--- src/rtl/pwm_loop_pkg.sv ---
package pwm_loop_pkg;

  // Per-tap phase comparator state; order is the phase-gap order.
  typedef enum logic [1:0] {
    PS_UNDER = 2'd0,  // gap below zero
    PS_LOW   = 2'd1,  // gap in range, line low
    PS_HIGH  = 2'd2,  // gap in range, line high
    PS_OVER  = 2'd3   // gap above a full turn
  } pd_state_e;

  // One step up on a lead wrap, one step down on a lag wrap, hold on both.
  function automatic pd_state_e pd_next(input pd_state_e s,
                                        input logic lead_ev,
                                        input logic lag_ev);
    pd_state_e n;
    n = s;
    if (lead_ev && !lag_ev) begin
      case (s)
        PS_UNDER: n = PS_LOW;
        PS_LOW:   n = PS_HIGH;
        default:  n = PS_OVER;
      endcase
    end else if (lag_ev && !lead_ev) begin
      case (s)
        PS_OVER:  n = PS_HIGH;
        PS_HIGH:  n = PS_LOW;
        default:  n = PS_UNDER;
      endcase
    end
    return n;
  endfunction

endpackage

--- src/rtl/phase_accum.sv ---
module phase_accum #(
  parameter int ACC_W = 19
) (
  input  logic             clk,
  input  logic             rst,
  input  logic             en,
  input  logic [ACC_W-1:0] step,
  output logic [ACC_W-1:0] acc
);

  always_ff @(posedge clk) begin
    if (rst)     acc <= '0;
    else if (en) acc <= acc + step;
  end

endmodule

--- src/rtl/pfd_cell.sv ---
module pfd_cell
  import pwm_loop_pkg::*;
#(
  parameter int FB_W = 11,
  parameter int FS   = 256
) (
  input  logic            clk,
  input  logic            rst,
  input  logic            en,
  input  logic            lead_msb,
  input  logic            lag_msb,
  output logic            pwm,
  output logic [FB_W-1:0] level
);

  localparam logic [FB_W-1:0] LV_UNDER = FB_W'(-(FS / 2));
  localparam logic [FB_W-1:0] LV_LOW   = '0;
  localparam logic [FB_W-1:0] LV_HIGH  = FB_W'(FS);
  localparam logic [FB_W-1:0] LV_OVER  = FB_W'(FS + FS / 2);

  pd_state_e state;
  logic      lead_d, lag_d;
  logic      lead_ev, lag_ev;

  // A wrap shows as the tap MSB falling (step is below half a turn).
  assign lead_ev = lead_d & ~lead_msb;
  assign lag_ev  = lag_d  & ~lag_msb;

  always_ff @(posedge clk) begin
    if (rst) begin
      state  <= PS_LOW;
      lead_d <= 1'b0;
      lag_d  <= 1'b0;
    end else if (en) begin
      state  <= pd_next(state, lead_ev, lag_ev);
      lead_d <= lead_msb;
      lag_d  <= lag_msb;
    end
  end

  assign pwm = (state == PS_HIGH) || (state == PS_OVER);

  always_comb begin
    case (state)
      PS_UNDER: level = LV_UNDER;
      PS_LOW:   level = LV_LOW;
      PS_HIGH:  level = LV_HIGH;
      default:  level = LV_OVER;
    endcase
  end

endmodule

--- src/rtl/fb_filter.sv ---
module fb_filter #(
  parameter int TAPS = 4,
  parameter int FB_W = 11,
  parameter int K    = 6
) (
  input  logic                        clk,
  input  logic                        rst,
  input  logic                        en,
  input  logic [TAPS-1:0][FB_W-1:0]   lvl,
  output logic signed [FB_W-1:0]      fb
);

  localparam int LOG_M = $clog2(TAPS);
  localparam int SUM_W = FB_W + LOG_M + 1;
  localparam int YQ_W  = FB_W + K + 2;

  logic signed [SUM_W-1:0] sum, avg;
  logic signed [YQ_W-1:0]  yq, yq_nx, rnd;

  always_comb begin
    sum = '0;
    for (int i = 0; i < TAPS; i++) begin
      sum = sum + SUM_W'($signed(lvl[i]));
    end
    avg   = sum >>> LOG_M;
    // yq holds y scaled by 2^K; fb is its rounded integer part.
    yq_nx = yq + YQ_W'(avg) - YQ_W'(fb);
    rnd   = (yq_nx + YQ_W'(1 << (K - 1))) >>> K;
  end

  always_ff @(posedge clk) begin
    if (rst) begin
      yq <= '0;
      fb <= '0;
    end else if (en) begin
      yq <= yq_nx;
      fb <= rnd[FB_W-1:0];
    end
  end

endmodule

--- src/rtl/dual_nco_pwm.sv ---
module dual_nco_pwm #(
  parameter int PHASE_W  = 16,
  parameter int CMD_W    = 8,
  parameter int TAPS     = 4,
  parameter int GAIN_SH  = 3,
  parameter int NOM_STEP = 64,
  parameter int FILT_SH  = 6
) (
  input  logic                    clk,
  input  logic                    rst,
  input  logic                    en,
  input  logic [CMD_W-1:0]        cmd_i,
  output logic [TAPS-1:0]         pwm_o,
  output logic signed [CMD_W+2:0] fb_o
);

  localparam int FB_W      = CMD_W + 3;
  localparam int ERR_W     = FB_W + 1;
  localparam int ACC_W     = PHASE_W + GAIN_SH;
  localparam int FS        = 1 << CMD_W;
  localparam int TAP_SPACE = (1 << PHASE_W) / TAPS;
  localparam logic [ACC_W-1:0] NOM_ACC = ACC_W'(NOM_STEP) << GAIN_SH;

  logic signed [ERR_W-1:0]   err;
  logic [ACC_W-1:0]          err_ext, step_a, step_b, acc_a, acc_b;
  logic [TAPS-1:0][FB_W-1:0] lvl;

  // Error is applied below the phase LSB: the gain shift becomes fraction bits.
  assign err     = $signed({{(ERR_W-CMD_W){1'b0}}, cmd_i}) - $signed({fb_o[FB_W-1], fb_o});
  assign err_ext = {{(ACC_W-ERR_W){err[ERR_W-1]}}, err};
  assign step_a  = NOM_ACC + err_ext;
  assign step_b  = NOM_ACC - err_ext;

  phase_accum #(.ACC_W(ACC_W)) u_lead (
    .clk(clk), .rst(rst), .en(en), .step(step_a), .acc(acc_a)
  );

  phase_accum #(.ACC_W(ACC_W)) u_lag (
    .clk(clk), .rst(rst), .en(en), .step(step_b), .acc(acc_b)
  );

  for (genvar i = 0; i < TAPS; i++) begin : g_tap
    logic [PHASE_W-1:0] tap_a, tap_b;
    assign tap_a = acc_a[ACC_W-1 -: PHASE_W] + PHASE_W'(i * TAP_SPACE);
    assign tap_b = acc_b[ACC_W-1 -: PHASE_W] + PHASE_W'(i * TAP_SPACE);

    pfd_cell #(.FB_W(FB_W), .FS(FS)) u_pfd (
      .clk      (clk),
      .rst      (rst),
      .en       (en),
      .lead_msb (tap_a[PHASE_W-1]),
      .lag_msb  (tap_b[PHASE_W-1]),
      .pwm      (pwm_o[i]),
      .level    (lvl[i])
    );
  end

  fb_filter #(.TAPS(TAPS), .FB_W(FB_W), .K(FILT_SH)) u_filt (
    .clk(clk), .rst(rst), .en(en), .lvl(lvl), .fb(fb_o)
  );

endmodule

--- config.mk ---
export PLATFORM = sky130hd
export DESIGN_NAME = dual_nco_pwm
export DESIGN_NICKNAME = d
export VERILOG_FILES = /design/src/rtl/pwm_loop_pkg.sv /design/src/rtl/phase_accum.sv /design/src/rtl/pfd_cell.sv /design/src/rtl/fb_filter.sv /design/src/rtl/dual_nco_pwm.sv
export SDC_FILE = /design/constraint.sdc
export NUM_CORES = 1
export LEC_CHECK = 0
export BUFFER_PORTS_ARGS = -buffer_cell sky130_fd_sc_hd__buf_4
export CAP_MARGIN = 20
export CORE_MARGIN = 3
export CORE_UTILIZATION = 42
export DETAILED_ROUTE_END_ITERATION = 8
export PLACE_DENSITY = 0.64
export SLEW_MARGIN = 20
export SYNTH_ARGS = -nofsm -noshare
export SYNTH_HDL_FRONTEND = slang
export SYNTH_SLANG_ARGS = --single-unit
--- constraint.sdc ---
create_clock -name clk -period 5.8 [get_ports clk]
set_clock_uncertainty 0.2 [all_clocks]
set_input_delay 0.58 -clock clk [delete_from_list [all_inputs] [get_ports clk]]
set_output_delay 0.58 -clock clk [all_outputs]
set_load 0.05 [all_outputs]
Word-level counts from Yosys, hierarchy flattened
Index checks and enable logic that the tools add are counted.
{"block": "word_totals", "reg_bits": 84, "inputBits": 11, "output_inout_bits": 15, "elab_cells": 113}
{"block": "op_classes", "n_addsub": 17, "eq_ne": 12, "n_mux": 20, "bitwise": 16, "n_reduce_logical": 32}
{"operator": "case mux 11 bit (3 select lines)", "n": 4}
{"operator": "adder 16 bit (second input constant)", "n": 4}
{"operator": "adder 19 bit", "n": 2}
{"operator": "adder 16 x 15 -> 16 bit (second input constant)", "n": 2}
{"operator": "case mux 2 bit (2 select lines)", "n": 8}
{"operator": "adder 19 x 12 -> 19 bit", "n": 1}
{"operator": "subtractor 19 x 11 -> 19 bit", "n": 1}
{"operator": "adder 17 x 7 -> 17 bit (second input constant)", "n": 1}
{"operator": "equality test 2 bit (second input constant)", "n": 8}
{"operator": "two-way mux 2 bit", "n": 8}
{"operator": "adder 14 x 11 -> 14 bit", "n": 1}
{"operator": "adder 11 x 12 -> 13 bit (first input constant)", "n": 1}
{"operator": "adder 12 x 11 -> 13 bit", "n": 1}
{"operator": "subtractor 11 x 12 -> 13 bit (first input constant)", "n": 1}
{"operator": "adder 11 x 11 -> 12 bit", "n": 1}
{"operator": "subtractor 9 x 11 -> 12 bit", "n": 1}
{"operator": "bitwise AND 1 bit", "n": 8}
{"operator": "equality test 2 x 1 -> 1 bit (second input constant)", "n": 4}
{"operator": "logical AND 1 bit", "n": 8}
{"operator": "zero test 1 bit", "n": 8}
{"operator": "zero test 2 bit", "n": 4}
{"operator": "inverter 1 bit", "n": 8}
{"operator": "AND reduction 2 bit", "n": 4}
{"operator": "nonzero test 2 bit", "n": 4}
{"operator": "logical OR 1 bit", "n": 4}

Logic depth before layout (Yosys ltp)
{"block": "depth", "word_depth": 8, "ltp_mapped": 24, "depth_no_buf": 24}

Modules after synthesis
Synthesis repeated with hierarchy kept, for this count alone.
{"block": "hier_totals", "cells_unflattened": 1046, "hier_area_um2": 8797.2}
{"mod": "fb_filter", "n_inst": 1, "cells_per_inst": 403, "area_each_um2": 3470.8, "seq_area_each_um2": 560.5}
{"mod": "phase_accum", "n_inst": 2, "cells_per_inst": 196, "area_each_um2": 1630.3, "seq_area_each_um2": 380.4}
{"mod": "pfd_cell", "n_inst": 4, "cells_per_inst": 39, "area_each_um2": 340.3, "seq_area_each_um2": 80.1}
{"mod": "dual_nco_pwm", "n_inst": 1, "cells_per_inst": 95, "area_each_um2": 704.4, "seq_area_each_um2": 0.0}

Least setup slack after synthesis
Ideal clock, no wire load.
{"block": "synth_path", "kind": "register -> register", "from": "register g_tap[0].u_pfd.state[0]", "to": "register u_filt.fb[8]", "setup_ns": 0.086, "arrival_time_ns": 5.306, "required_ns": 5.514, "path_slack_ns": 0.209, "stages_incl_launch_ff": 23, "n_path_buf": 0, "synth_period_minus_slack_ns": 5.591, "path_cell_list": "dfxtp_1 -> inv_1 -> ha_1 -> inv_1 -> fa_1 -> inv_1 -> fa_1 -> fa_1 -> ha_1 -> nand2_1 -> o211ai_1 -> mux2i_1 -> inv_1 -> fa_1 -> inv_1 -> ha_1 -> a31oi_1 -> o21ai_2 -> xor2_1 -> nand4_1 -> or3b_1 -> xnor2_1 -> a211oi_1"}
{"block": "synth_between", "elab_chain_cells": 8, "elab_cells_between_ends": 10, "cone_classes": "6 x add/sub; 2 x eq/ne; 1 x mux; 1 x reduce/logical"}
{"item": "start, declared", "line_no": "pfd_cell.sv:21", "rtl": "pd_state_e state;"}
{"item": "start signal, assigned", "line_no": "pfd_cell.sv:35", "rtl": "state <= pd_next(state, lead_ev, lag_ev);"}
{"item": "equality test 2 bit, or another cell as far along", "line_no": "pfd_cell.sv:44", "rtl": "case (state)"}
{"item": "case mux 11 bit (3 select lines) *", "line_no": "pfd_cell.sv:44"}
{"item": "adder 11 x 11 -> 12 bit *", "line_no": "fb_filter.sv:23", "rtl": "sum = sum + SUM_W'($signed(lvl[i]));"}
{"item": "adder 12 x 11 -> 13 bit *", "line_no": "fb_filter.sv:23"}
{"item": "adder 14 x 11 -> 14 bit *", "line_no": "fb_filter.sv:23"}
{"item": "adder 19 x 12 -> 19 bit *", "line_no": "fb_filter.sv:27", "rtl": "yq_nx = yq + YQ_W'(avg) - YQ_W'(fb);"}
{"item": "subtractor 19 x 11 -> 19 bit *", "line_no": "fb_filter.sv:27"}
{"item": "adder 17 x 7 -> 17 bit *", "line_no": "fb_filter.sv:28", "rtl": "rnd = (yq_nx + YQ_W'(1 << (K - 1))) >>> K;"}
{"item": "end signal, assigned", "line_no": "fb_filter.sv:37", "rtl": "fb <= rnd[FB_W-1:0];"}
{"item": "end, declared", "line_no": "fb_filter.sv:10", "rtl": "output logic signed [FB_W-1:0] fb"}
Mark *: on every way between the ends. The rest lies on a longest branch, timed or not.
A chain may end at the register's enable or synchronous reset.

Worst setup path after layout
{"block": "layout_path", "from": "register g_tap[0].u_pfd.state[1]", "to": "register u_filt.fb[8]"}
The elaborated chain is that of the path after synthesis.

==> out/metrics.csv <==
stage,metric,value,unit
run_status,run status,finished clean,
global_routing,gr usage total,16.8,%
detailed_routing,ANT nets after route,0,
clock_network,worst-case clock buffer depth,2,
floorplanning,I/O pin count,26,
detailed_routing,routed len/inst,14.0,µm
synth,cell area after synthesis,7440,µm²
clock_network,Num CTS Buffers,9,
setup_path,largest stage delay on the critical path,0.49,ns
flow_run,MaxCap Viol Count,0,
finish,multi-input gate area in the final layout,5600,µm²
floorplanning,height of the chip,139,µm
setup_path,crit path cell chain,inv_4 > ha_4 > inv_2 > fa_1 > ha_2 > fa_2 > fa_1 > ha_4 > inv_2 > o21bai_1 > a21oi_1 > xnor2_1 > fa_1 > ha_4 > o21ai_2 > nand2b_1 > a21boi_4 > buf_4 > a41o_1 > a31oi_2 > or3b_4 > xnor2_2 > a211oi_2,
place,Detailed Place HPWL,11600,µm
detailed_routing,First-pass DRT Iterations,4,
setup_path,kind of start point of the critical path,flop,
setup_path,number of cells on the worst reg-to-reg path,23,
detailed_routing,vias,6006,
floorplanning,Cell Rows,48,
clock_network,cell chosen for the clock root,sky130_fd_sc_hd__clkbuf_16,
setup_path,"Slowest-stage cell, CP",sky130_fd_sc_hd__fa_1,
synth,flip-flop cell with the highest count after synthesis,sky130_fd_sc_hd__dfxtp_1,
floorplanning,placeable core area,17300,µm²
synth,asr flop ratio synth,0,%
setup_path,launch instance of the worst register-to-register path,g_tap[0].u_pfd.state[1],
synth,Avg Inst Size Synth,8.46,µm²
setup_path,worst path arrival time,5.69,ns
place,final estimated routing congestion in global placement,0.818,
timing,number of setup violations in the final report,0,
finish,number of antenna repair diodes,0,
global_routing,total congestion overflow,0,
worst_hold_path,Tightest Hold Check Type,reg -> reg,
floorplanning,die extent in x,139,µm
timing,number of max-slew violations in the final report,0,
clock_network,hold_buf cts,0,
finish,"commonest non-fill, non-tap cells in the layout","sky130_fd_sc_hd__nor2_1 (112), sky130_fd_sc_hd__ha_1 (94), sky130_fd_sc_hd__dfxtp_1 (76)",
timing,Slew Limit Headroom,35.2,%
setup_path,source of the critical timing path,g_tap[0].u_pfd.state[1],
synth,count of flip-flops with a built-in enable after synthesis,0,
place,count of buffers from port buffering,25,
finish,filler instances,1725,
finish,"commonest non-fill, non-tap cell in the layout",sky130_fd_sc_hd__nor2_1,
worst_hold_path,worst hold path startpoint,u_filt.yq[16],
floorplanning,die outline area,19400,µm²
clock_network,CTS H-Tree Depth,3,
synth,number of library cell types mapped by synthesis,83,
timing,Final Hold Fails,0,
worst_hold_path,number of cells traversed by the worst hold path,2,
floorplanning,Initial Utilization,43.0,%
global_routing,wire length of the first global-routing pass,27400,µm
setup_path,largest fanout on the critical path,5,
timing,RSZ-0062 raised after global routing,true,
timing,fin crit share,96.9,%
timing,slew at the pin closest to its max-slew limit,0.971,ns
detailed_routing,Post-Route WL,16100,µm
clock_network,clock network latency to the later pin of the worst-skew pair,0.35,ns
finish,area taken by flip-flops and latches,1650,µm²
clock_network,post-CTS clock slew at the launch and capture registers of the worst setup and hold paths,0.06,ns
setup_path,worst setup path class,reg -> reg,
global_routing,antenna violations before repair,0,
detailed_routing,DR vias/cell,5.23,
synth,synthesized flop and latch total,82,
timing,post-layout minimum cycle time,5.62,ns
detailed_routing,DRC violations left,0,
finish,proportion of layout cells with a drive suffix above 1,16.7,%
synth,register area share after synthesis,22.1,%
global_routing,pin count of the biggest net entering global routing,76,
clock_network,CTS tree,yes,
detailed_routing,count of routing violations after the opening detailed-route iteration,245,
setup_path,element type at the critical path end,flop,
timing,upper clock frequency limit,178,MHz
global_routing,vias in the first global route,5782,
finish,final-stage net count,1054,
synth,count of yosys warnings during synthesis,0,
finish,Layout area overhead,14.6,%
setup_path,data required time of the critical path,5.86,ns
synth,post-synthesis net count,1015,
timing,Total Negative Setup Slacks,0,ns
clock_network,clock sinks,82,
synth,count of mapped cells out of synthesis,880,
-- worst max-delay path, delay by kind of cell (launching register included) --
kind                     cells  cell delay, ns
XOR/XNOR                     2            0.40
buffers and inverters        4            0.27
AND/OR/NAND/NOR              2            0.56
flip-flops                   1            0.36
adder cells (fa/ha/maj)      8            2.79
AO/OA/AOI/OAI                7            0.92
-- cell usage after synthesis (all sizes together), types with 7 or more instances --
library cell	number	share of area, %
nor2	114	5.8
ha	103	17
dfxtp	82	22
inv	76	3.8
a21oi	65	4.6
xnor2	42	4.9
nand2	39	2.0
xor2	31	3.7
mux2i	30	4.0
o21ai	30	2.1
a211oi	28	2.8
clkbuf	21	1.1
fa	21	5.6
a21o	20	2.1
nor3	16	1.1
nand3	13	0.94
o21a	13	1.3
nand2b	11	0.92
or2	11	0.92
and2	9	0.76
nor2b	9	0.86
o21bai	9	0.91
o211ai	8	0.87
a31o	7	0.82
and3	7	0.67
-- timing repair --
action | CTS | global route
gates resized for setup | 7 | 50
pin swaps | 3 | 23
buffers inserted | 1 | 11
endpoints found under the setup margin | 2 | 7
-- cell families after synthesis --
kind of cell	share of synthesized area, %
DFF	22.1
and+or+nand+nor	16.2
muxes	4.34
buffers and inverters	5.40
adders and majority gates	23.0
AOI/OAI and AO/OA	20.3
xor gates and xnor gates	8.69
-- sequential cells by signal, summed over array words and instances, names as in the netlist --
name,flops
g_tap.u_pfd.state,8
g_tap.u_pfd.lead_d,4
u_filt.fb,11
g_tap.u_pfd.lag_d,4
u_filt.yq,17
u_lag.acc,19
u_lead.acc,19
-- final cells by class --
cell class / instances / area share [%]
inverter: 76 / 3.40
tap: 225 / 3.30
clock inverter: 5 / 0.646
clock buffer: 11 / 2.73
timing repair buffer: 55 / 4.84
sequential: 82 / 19.4
multi-input combinational: 695 / 65.7
-- final timing paths --
check | slack, ns | endpoint
worst max-delay path | 0.18 | u_filt.fb[8]
worst min-delay path | 0.28 | u_filt.yq[16]
worst max register to register | 0.18 | u_filt.fb[8]
worst min register to register | 0.28 | u_filt.yq[16]
-- layer usage --
metal  up-vias  GRT usage (%)  routed length [µm]
met4         0           5.10                 211
met1      2790           23.9                8390
met3        13           2.14                 323
met5         -              0                   0
met2        55           26.7                7220
li1       3148              -                   -
-- stage by stage --
stage | instance area [µm²] | util [%] | hold slack [ns] | std cells | setup WS, ns
6_report | 8530 | 49.3 | 0.282 | 1149 | 0.178
5_1_grt | 8530 | 49.3 | 0.304 | 1149 | -0.0588
4_1_cts | 8270 | 47.8 | 0.284 | 1138 | 0.00349
3_5_place_dp | 7930 | 45.8 | 0.274 | 1121 | 0.0146
3_3_place_gp | 7930 | 45.8 | 0.263 | 1121 | 0.0833
2_1_floorplan | 7440 | - | 0.245 | 880 | 0.209
Power is left out: the tool's default activity adds up to more than one toggle a clock period on the data nets, which glitch-free logic cannot reach.
